File: src/rtl/pfd_lock_pkg.sv
`timescale 1ns/1ps
package pfd_lock_pkg;

   typedef enum logic [1:0] {
      PH_IDLE = 2'd0,
      PH_UP   = 2'd1,
      PH_DN   = 2'd2
   } ph_state_e;

   // Allowed error (in clock counts) for a window code
   function automatic int thr_limit(input int code, input int step);
      return (code + 1) * step;
   endfunction

   // In-lock comparisons needed for a count code
   function automatic int need_count(input int code, input int base_log2);
      return 1 << (code + base_log2);
   endfunction

endpackage

File: src/rtl/pfd_lock_pfd.sv
`timescale 1ns/1ps
module pfd_lock_pfd
   import pfd_lock_pkg::*;
#(
   parameter int ERR_W = 6
) (
   input  logic             clk,
   input  logic             rst_n,
   input  logic             ref_i,
   input  logic             syn_i,
   output logic             up_o,
   output logic             dn_o,
   output logic             ref_edge_o,
   output logic             done_o,
   output logic [ERR_W-1:0] err_o
);

   localparam logic [ERR_W-1:0] ERR_MAX = '1;

   if (ERR_W < 3) begin : g_bad_err_w
      $error("pfd_lock_pfd: ERR_W must be at least 3");
   end

   ph_state_e        st, st_nx;
   logic             ref_q, syn_q;
   logic             ref_rise, syn_rise;
   logic             done;
   logic [ERR_W-1:0] w_cnt;

   assign ref_rise = ref_i & ~ref_q;
   assign syn_rise = syn_i & ~syn_q;

   always_comb begin
      st_nx = st;
      done  = 1'b0;
      unique case (st)
         PH_IDLE: begin
            if (ref_rise && syn_rise) done  = 1'b1;
            else if (ref_rise)        st_nx = PH_UP;
            else if (syn_rise)        st_nx = PH_DN;
         end
         PH_UP: begin
            if (syn_rise) begin
               done  = 1'b1;
               st_nx = PH_IDLE;
            end
         end
         PH_DN: begin
            if (ref_rise) begin
               done  = 1'b1;
               st_nx = PH_IDLE;
            end
         end
         default: st_nx = PH_IDLE;
      endcase
   end

   always_ff @(posedge clk) begin
      if (!rst_n) begin
         st    <= PH_IDLE;
         ref_q <= 1'b0;
         syn_q <= 1'b0;
         w_cnt <= '0;
      end else begin
         st    <= st_nx;
         ref_q <= ref_i;
         syn_q <= syn_i;
         if (st == PH_IDLE || done) w_cnt <= '0;
         else if (w_cnt != ERR_MAX) w_cnt <= w_cnt + 1'b1;
      end
   end

   assign up_o       = (st == PH_UP);
   assign dn_o       = (st == PH_DN);
   assign ref_edge_o = ref_rise;
   assign done_o     = done;
   assign err_o      = (st == PH_IDLE)   ? '0      :
                       (w_cnt == ERR_MAX) ? ERR_MAX : w_cnt + 1'b1;

endmodule

File: src/rtl/pfd_lock_det.sv
`timescale 1ns/1ps
module pfd_lock_det
   import pfd_lock_pkg::*;
#(
   parameter int SEL_W     = 2,
   parameter int ERR_W     = 6,
   parameter int THR_STEP  = 1,
   parameter int NEED_BASE = 1
) (
   input  logic             clk,
   input  logic             rst_n,
   input  logic             done_i,
   input  logic [ERR_W-1:0] err_i,
   input  logic [SEL_W-1:0] thr_sel,
   input  logic [SEL_W-1:0] cnt_sel,
   input  logic             clear_i,
   output logic             locked_o
);

   localparam int MAX_NEED = 1 << ((1 << SEL_W) - 1 + NEED_BASE);
   localparam int LK_W     = $clog2(MAX_NEED + 1);

   if ((1 << SEL_W) * THR_STEP >= (1 << ERR_W) - 1) begin : g_bad_thr
      $error("pfd_lock_det: largest window does not fit below error saturation");
   end
   if (MAX_NEED > 65536 || NEED_BASE < 1) begin : g_bad_need
      $error("pfd_lock_det: lock count range out of bounds");
   end

   logic [ERR_W-1:0] thr;
   logic [LK_W-1:0]  need;
   logic [LK_W-1:0]  lk_cnt;
   logic             in_win;

   assign thr    = ERR_W'(thr_limit(int'(thr_sel), THR_STEP));
   assign need   = LK_W'(need_count(int'(cnt_sel), NEED_BASE));
   assign in_win = (err_i <= thr);

   always_ff @(posedge clk) begin
      if (!rst_n || clear_i) begin
         lk_cnt <= '0;
      end else if (done_i) begin
         if (!in_win)                           lk_cnt <= '0;
         else if (lk_cnt != LK_W'(MAX_NEED))    lk_cnt <= lk_cnt + 1'b1;
      end
   end

   assign locked_o = (lk_cnt >= need);

endmodule

File: src/rtl/pfd_lock_cur.sv
`timescale 1ns/1ps
module pfd_lock_cur #(
   parameter bit ALIGN_REF = 1'b1
) (
   input  logic clk,
   input  logic rst_n,
   input  logic ref_edge_i,
   input  logic locked_i,
   input  logic auto_en,
   input  logic sw_low,
   input  logic reprog,
   output logic low_o
);

   logic want, trig;

   assign want = auto_en ? locked_i : sw_low;

   if (ALIGN_REF) begin : g_align
      assign trig = want & ref_edge_i;
   end else begin : g_direct
      logic unused_edge;
      assign unused_edge = ref_edge_i;
      assign trig        = want;
   end

   always_ff @(posedge clk) begin
      if (!rst_n || reprog) low_o <= 1'b0;
      else if (trig)        low_o <= 1'b1;
   end

endmodule

File: src/rtl/pfd_lock_ctrl.sv
`timescale 1ns/1ps
module pfd_lock_ctrl #(
   parameter int ERR_W     = 6,
   parameter int SEL_W     = 2,
   parameter int THR_STEP  = 1,
   parameter int NEED_BASE = 1,
   parameter bit ALIGN_REF = 1'b1
) (
   input  logic             clk,
   input  logic             rst_n,
   input  logic             ref_pls,
   input  logic             syn_pls,
   input  logic [SEL_W-1:0] thr_sel,
   input  logic [SEL_W-1:0] cnt_sel,
   input  logic             auto_en,
   input  logic             sw_low,
   input  logic             reprog,
   output logic             pump_up,
   output logic             pump_dn,
   output logic             low_cur,
   output logic             locked
);

   logic             ref_edge, cmp_done;
   logic [ERR_W-1:0] cmp_err;

   pfd_lock_pfd #(.ERR_W(ERR_W)) i_pfd (
      .clk       (clk),
      .rst_n     (rst_n),
      .ref_i     (ref_pls),
      .syn_i     (syn_pls),
      .up_o      (pump_up),
      .dn_o      (pump_dn),
      .ref_edge_o(ref_edge),
      .done_o    (cmp_done),
      .err_o     (cmp_err)
   );

   pfd_lock_det #(
      .SEL_W    (SEL_W),
      .ERR_W    (ERR_W),
      .THR_STEP (THR_STEP),
      .NEED_BASE(NEED_BASE)
   ) i_det (
      .clk     (clk),
      .rst_n   (rst_n),
      .done_i  (cmp_done),
      .err_i   (cmp_err),
      .thr_sel (thr_sel),
      .cnt_sel (cnt_sel),
      .clear_i (reprog),
      .locked_o(locked)
   );

   pfd_lock_cur #(.ALIGN_REF(ALIGN_REF)) i_cur (
      .clk       (clk),
      .rst_n     (rst_n),
      .ref_edge_i(ref_edge),
      .locked_i  (locked),
      .auto_en   (auto_en),
      .sw_low    (sw_low),
      .reprog    (reprog),
      .low_o     (low_cur)
   );

endmodule

File: config.mk
export PLATFORM = sky130hd
export DESIGN_NAME = pfd_lock_ctrl
export DESIGN_NICKNAME = d
export VERILOG_FILES = /design/src/rtl/pfd_lock_pkg.sv /design/src/rtl/pfd_lock_pfd.sv /design/src/rtl/pfd_lock_det.sv /design/src/rtl/pfd_lock_cur.sv /design/src/rtl/pfd_lock_ctrl.sv
export SDC_FILE = /design/constraint.sdc
export NUM_CORES = 1
export LEC_CHECK = 0
export BUFFER_PORTS_ARGS = -buffer_cell sky130_fd_sc_hd__buf_2
export CAP_MARGIN = 25
export CORE_ASPECT_RATIO = 1.1
export CORE_MARGIN = 1
export CORE_UTILIZATION = 60
export CTS_CLUSTER_DIAMETER = 40
export DETAILED_ROUTE_END_ITERATION = 10
export GPL_ROUTABILITY_DRIVEN = 0
export PLACE_DENSITY_LB_ADDON = 0.3
export SLEW_MARGIN = 15
export SYNTH_ARGS = -nofsm -noshare
export SYNTH_HDL_FRONTEND = slang
export SYNTH_HIERARCHICAL = 1
export SYNTH_SLANG_ARGS = --single-unit
File: constraint.sdc
create_clock -name clk -period 3.3 [get_ports clk]
set_clock_uncertainty 0.2 [all_clocks]
set_input_delay 0.33 -clock clk [delete_from_list [all_inputs] [get_ports clk]]
set_output_delay 0.33 -clock clk [all_outputs]
set_load 0.02 [all_outputs]
==> flow_metrics.py, run 1 <==
metrics = {
    "outcome": {
        "status": "complete, no violations",
    },
    "synthesis": {
        "synthCells": 127,
        "syn_area_per_cell_sq_um": 8.81,
        "synth_nets": 150,
        "ys_seq_area_share_pct": 28.6,
        "synth_area_sq_um": 1120,
        "yosysUniqueCellTypes": 39,
        "synth_seq_cells": 16,
        "synth_warnings": 6,
    },
    "setup_path": {
        "path_common_cell": "ha_1",
        "cp_max_fo": 7,
        "required_ns": 3.27,
        "crit_arrival_ns": 2.33,
        "reg2reg_depth": 9,
        "crit_start": "i_pfd/w_cnt[0]",
        "end_kind": "flop",
        "r2r_end": "i_det/lk_cnt[1]",
        "start_kind": "flop",
        "slowest_delay_ns": 0.42,
        "crit_type": "flop to flop",
        "rrSetupSlack_ns": 0.94,
        "timing.rr.start": "i_pfd/w_cnt[0]",
        "path_cells": "ha_1 -> nand3_1 -> o21ai_0 -> nor2_1 -> ha_1 -> nand3b_1 -> a32o_2 -> a21boi_1 -> o22ai_1",
        "worstSetupEndpoint": "i_det/lk_cnt[1]",
        "cp_slowest_cell": "dfxtp_1",
    },
    "timing": {
        "slew_viol_final": 0,
        "fin_setup_tns_ns": 0,
        "fmax_ghz": 0.424,
        "slew_headroom_pct": 58.9,
        "setup_viol": 0,
        "hold_viol": 0,
        "rsz0062_at_grt": "false",
        "fin_crit_ns": 2.36,
        "tightest_slew_ns": 0.612,
        "hold_ws_ns": 0.0619,
        "period_share_pct": 71.4,
    },
    "power_and_ir_drop": {
        "internal-power_mw": 0.296,
        "power_frac_clock_pct": 31.9,
        "irDropWorstVdd_mv": 0.272,
        "pwr-share-comb_pct": 17.8,
        "pwr_density_cell_nw_per_um2": 326,
        "power_mw": 0.403,
        "p_leak_nw": 0.554,
        "pwr-share-seq_pct": 50.3,
        "p_switching_mw": 0.106,
        "p_sw_share_pct": 26.4,
    },
    "die": {
        "die_x_microns": 43.2,
        "die_y_microns": 47.3,
        "core_sq_um": 1760,
        "row_count": 16,
        "start_util_pct": 63.5,
        "ios": 15,
        "dieArea_sq_um": 2040,
    },
    "drt": {
        "antenna_left": 0,
        "via_count": 909,
        "wl_mm": 1.95,
        "vias_per_cell": 5.61,
        "drcViolationCount": 0,
        "drtPass1Iterations": 4,
        "drt_first_iter_violations": 21,
        "wire_per_inst_microns": 12.0,
    },
    "flow_run": {
        "cap_violations": 0,
    },
    "final_layout": {
        "antenna_cells": 0,
        "synthToLayoutAreaGrowth_pct": 10.5,
        "drive_above_1_share_pct": 24.3,
        "multiInputGateArea_sq_um": 738,
        "nNetsFinal": 168,
        "fill_cells": 154,
        "final-seq-area_sq_um": 320,
        "stdcell_count": 162,
    },
    "grt": {
        "grt_overflow": 0,
        "grt_pass1_vias": 807,
        "antenna_found_initial": 0,
        "grt_max_degree": 10,
        "grtUsageTotal_pct": 21.0,
        "grt_pass1_wl_mm": 3.16,
    },
    "clock_network": {
        "cts_tree": "done",
        "ctsHoldBuffers": 0,
        "clockBufferDepth": 2,
        "root_buffer": "clkbuf_4",
        "cts_resized": 0,
        "clock_latency_ns": 0.28,
        "htreeDepth": 1,
        "cts-buffers-inserted": 3,
        "post-cts-setup-buffer-count": 0,
        "path_clk_slew_ns": 0.09,
        "clock_sinks": 16,
    },
    "worst_hold_path": {
        "holdCritStartpoint": "syn_pls",
        "hold_class": "input pin to flop",
        "timing.hold.worst_path_depth": 2,
    },
    "place": {
        "io_buffers": 14,
        "dp.cells": 158,
        "post-dp-hpwl_mm": 1.55,
    },
}
[placed cells by master (no fill, tap or decap), types with 4 or more instances in the layout]
master    count
a21oi_1       6
ha_1         12
nand3_1       9
buf_2        14
dfxtp_1      16
inv_1        12
nor2_1       13
nand2_1       5
nand2b_1      4
[worst max-delay path, delay by kind of cell, from the launching register on]
family	cells	cell delay [ns]
AOI/OAI and AO/OA	4	0.73
adders and majority gates	2	0.64
DFF	1	0.42
and+or+nand+nor	3	0.26
[cell families (layout without fill, tap and decap cells)]
kind of cell | after synthesis | after routing | synth area share (%)
AOI/OAI and AO/OA | 23 | 23 | 16.4
xor gates and xnor gates | 2 | 2 | 1.57
adders and majority gates | 12 | 12 | 13.4
buffers and inverters | 14 | 31 | 5.37
DFF | 16 | 16 | 28.6
muxes | 3 | 3 | 2.68
other | 1 | 1 | 0.335
and+or+nand+nor | 56 | 56 | 31.5
[Yosys cell counts (all sizes together)]
cell     n  area share (%)
dfxtp   16              29
nor2    14             4.9
inv     13             4.4
ha      12              13
nand3    9             4.0
a21oi    6             2.7
and2     6             4.1
o21ai    6             2.7
nand2    5             1.7
nor2b    5             3.7
nand2b   4             2.2
nand3b   4             3.8
nand4    4             3.6
mux2i    3             2.7
a21o     2             1.3
a31oi    2             1.1
nor3     2             1.3
o22ai    2             1.1
o311ai   2             4.7
a21boi   1            0.67
a32o     1             1.0
and3b    1            0.89
buf      1             1.0
conb     1            0.34
nor3b    1            0.67
o31ai    1             1.1
or2      1            0.56
xnor2    1            0.78
xor2     1            0.78
[registers in the layout (all words and copies together), names as in the netlist]
register and cells:
i_cur/low_o 1, i_det/lk_cnt 5, i_pfd/ref_q 1, i_pfd/st 2, i_pfd/syn_q 1, i_pfd/w_cnt 6
[power groups by stage]
stage,logic (mW),registers (mW),clock network (mW)
final,0.0718,0.202,0.128
after global routing,0.0800,0.203,0.146
after CTS,0.0721,0.202,0.134
after detailed placement,0.0718,0.207,0
after global placement,0.0689,0.207,0
after floorplan,0.0532,0.207,0
[layout make-up]
type                       count  area share (%)
multi-input combinational     97            59.7
clock buffer                   4            2.94
tap                           18            1.82
timing repair buffer          14            5.67
inverter                      13            3.95
sequential                    16            25.9
[worst min-delay path by stage]
stage	end
after global routing	i_pfd/ref_q
after CTS	i_pfd/syn_q
after detailed placement	i_cur/low_o
final	i_pfd/syn_q
after floorplan	i_pfd/st[0]
after global placement	i_cur/low_o
[layer usage]
layer	vias up	share of wire, %	track usage, %
met5	-	0	0
met1	415	44	22.9
met3	2	3.4	4.62
met2	19	52	38.2
li1	473	-	-
met4	0	0.77	12.1
[stage by stage]
| stage | area (sq um) | util, % | setup slack [ns] |
|---|---|---|---|
| floorplan | 1120 | - | 1.15 |
| global placement | 1200 | 68.1 | 1.02 |
| detailed placement | 1200 | 68.1 | 0.975 |
| CTS | 1240 | 70.2 | 0.950 |
| global route | 1240 | 70.2 | 0.735 |
| finish | 1240 | 70.2 | 0.943 |
Note: power is estimated with default switching activity, not from simulation.
==> run 2: changes to the inputs <==
CORE_UTILIZATION = 56   (was 60)
clock period = 2.4 ns   (was 3.3 ns; I/O delays follow)
==> flow_metrics.py, run 2 (same netlist as run 1, synthesis figures left out) <==
metrics = {
    "final_layout": {
        "antenna_cells": 0,
        "drive_above_1_share_pct": 25.3,
        "top_register": "i_pfd/w_cnt",
        "final_cell_mix": "dfxtp_1 (15), buf_2 (14), nor2_1 (13), inv_1 (12), ha_1 (11)",
        "nNetsFinal": 170,
        "largest_reg_flops": 6,
        "reg_top3": "i_pfd/w_cnt (6), i_det/lk_cnt (5), i_pfd/st (2)",
        "synthToLayoutAreaGrowth_pct": 14.5,
        "final_common_cell": "dfxtp_1",
    },
    "setup_path": {
        "rrSetupSlack_ns": 0.14,
        "start_kind": "flop",
        "path_cells": "ha_4 -> nand3_1 -> o21ai_0 -> nor2_1 -> ha_1 -> a21oi_1 -> a32o_2 -> nand3b_4 -> o311ai_4",
        "crit_start": "i_pfd/w_cnt[1]",
        "cp.depth": 9,
        "critPathBufInv": 0,
        "worstSetupEndpoint": "i_det/lk_cnt[2]",
        "end_kind": "flop",
        "reg2reg_depth": 9,
        "cp_top_family": "compound AO/OA/AOI/OAI gates",
        "cp_max_fo": 7,
        "timing.rr.start": "i_pfd/w_cnt[1]",
        "slowest_delay_ns": 0.43,
        "required_ns": 2.39,
        "r2r_end": "i_det/lk_cnt[2]",
        "crit_type": "flop to flop",
        "cp_slowest_cell": "dfxtp_1",
        "crit_arrival_ns": 2.25,
    },
    "die": {
        "ios": 15,
        "row_count": 16,
        "core_sq_um": 1820,
        "die_y_microns": 48.9,
        "start_util_pct": 61.4,
        "die_x_microns": 44.6,
        "dieArea_sq_um": 2180,
    },
    "power_and_ir_drop": {
        "p_leak_nw": 0.560,
        "irDropWorstVdd_mv": 0.325,
        "power_frac_clock_pct": 31.0,
        "p_sw_share_pct": 25.9,
        "pwr-share-seq_pct": 50.4,
        "pwr-share-comb_pct": 18.6,
        "p_switching_mw": 0.143,
        "internal-power_mw": 0.411,
        "power_mw": 0.554,
        "pwr_density_cell_nw_per_um2": 432,
    },
    "clock_network": {
        "htreeDepth": 1,
        "path_clk_slew_ns": 0.09,
        "clock_sinks": 16,
        "clockBufferDepth": 2,
        "cts_tree": "done",
        "clock_latency_ns": 0.28,
        "root_buffer": "clkbuf_4",
        "cts-buffers-inserted": 3,
    },
    "drt": {
        "wire_per_inst_microns": 11.8,
        "drcViolationCount": 0,
        "drt_first_iter_violations": 30,
        "antenna_left": 0,
        "vias_per_cell": 5.39,
        "drtPass1Iterations": 4,
        "via_count": 933,
        "wl_mm": 2.04,
    },
    "timing": {
        "hold_viol": 0,
        "slew_headroom_pct": 61.8,
        "fmax_ghz": 0.443,
        "tightest_slew_ns": 0.568,
        "period_share_pct": 94.1,
        "slew_viol_final": 0,
        "fin_crit_ns": 2.26,
        "setup_viol": 0,
        "rsz0062_at_grt": "false",
        "fin_setup_tns_ns": 0,
    },
    "grt": {
        "grt_pass1_wl_mm": 3.37,
        "grt_pass1_vias": 865,
        "grt_max_degree": 10,
        "grtUsageTotal_pct": 20.1,
        "antenna_found_initial": 0,
        "grt_overflow": 0,
    },
    "place": {
        "post-dp-hpwl_mm": 1.60,
        "io_buffers": 14,
    },
    "outcome": {
        "status": "complete, no violations",
    },
    "worst_hold_path": {
        "hold_class": "input pin to flop",
        "holdCritStartpoint": "sw_low",
    },
    "flow_run": {
        "cap_violations": 0,
    },
}
run 2: cell types whose count changed in the layout (fill, tap and decap cells not counted):
| cell | previous run | this run |
|---|---|---|
| dlygate4sd3_1 | 0 | 2 |
| dfxtp_1 | 16 | 15 |
| ha_1 | 12 | 11 |
| ha_4 | 0 | 1 |
| dfxtp_2 | 0 | 1 |
run 2: power groups by stage:
stage / Combinational [mW] / Clock, mW / Sequential (mW)
final: 0.103 / 0.172 / 0.279
after floorplan: 0.0732 / 0 / 0.284
after global placement: 0.0948 / 0 / 0.284
after global routing: 0.114 / 0.193 / 0.280
after detailed placement: 0.0989 / 0 / 0.284
after CTS: 0.102 / 0.179 / 0.278
run 2: timing repair:
| action | in CTS | in global routing |
|---|---|---|
| endpoints found under the hold margin | 2 | 0 |
| resized for setup | 0 | 3 |
| buffers inserted | 0 | 0 |
| endpoints found under the setup margin | 0 | 5 |
| hold buffers | 2 | 0 |
run 2: final cells by class:
type | count | area [sq um]
Multi-Input combinational cell | 97 | 751
Fill cell | 149 | 541
Sequential cell | 16 | 322
Timing Repair Buffer | 16 | 90.1
Inverter | 13 | 48.8
Clock buffer | 4 | 36.3
Tap cell | 27 | 33.8
run 2: stage by stage:
stage,util (%),area (sq um),cells,hold WS [ns],worst slack (ns)
after CTS,69.6,1270,173,0.0305,0.0249
after detailed placement,66.5,1210,167,0.262,0.0427
after floorplan,-,1120,127,0.154,0.249
after global placement,66.5,1210,167,0.254,0.125
final,70.3,1280,173,0.0324,0.141
after global routing,70.3,1280,173,0.0362,0.00928
run 2: worst min-delay path: stages:
cell	delay [ns]
buf_2	0.07
mux2i_1	0.05
o21ai_1	0.12
run 2: how the worst min path moves through the flow:
| stage | to | cells past startpoint |
|---|---|---|
| after global routing | i_pfd/st[0] | 3 |
| after floorplan | i_pfd/st[0] | 2 |
| after CTS | i_cur/low_o | 3 |
| after global placement | i_pfd/syn_q | 2 |
| final | i_cur/low_o | 3 |
| after detailed placement | i_cur/low_o | 2 |
run 2: per-layer routing:
| layer | track usage (%) | wire length (microns) |
|---|---|---|
| met1 | 20.7 | 856 |
| met2 | 37.5 | 1100 |
| met3 | 3.33 | 47 |
| met4 | 9.60 | 33 |
| met5 | 0 | 0 |
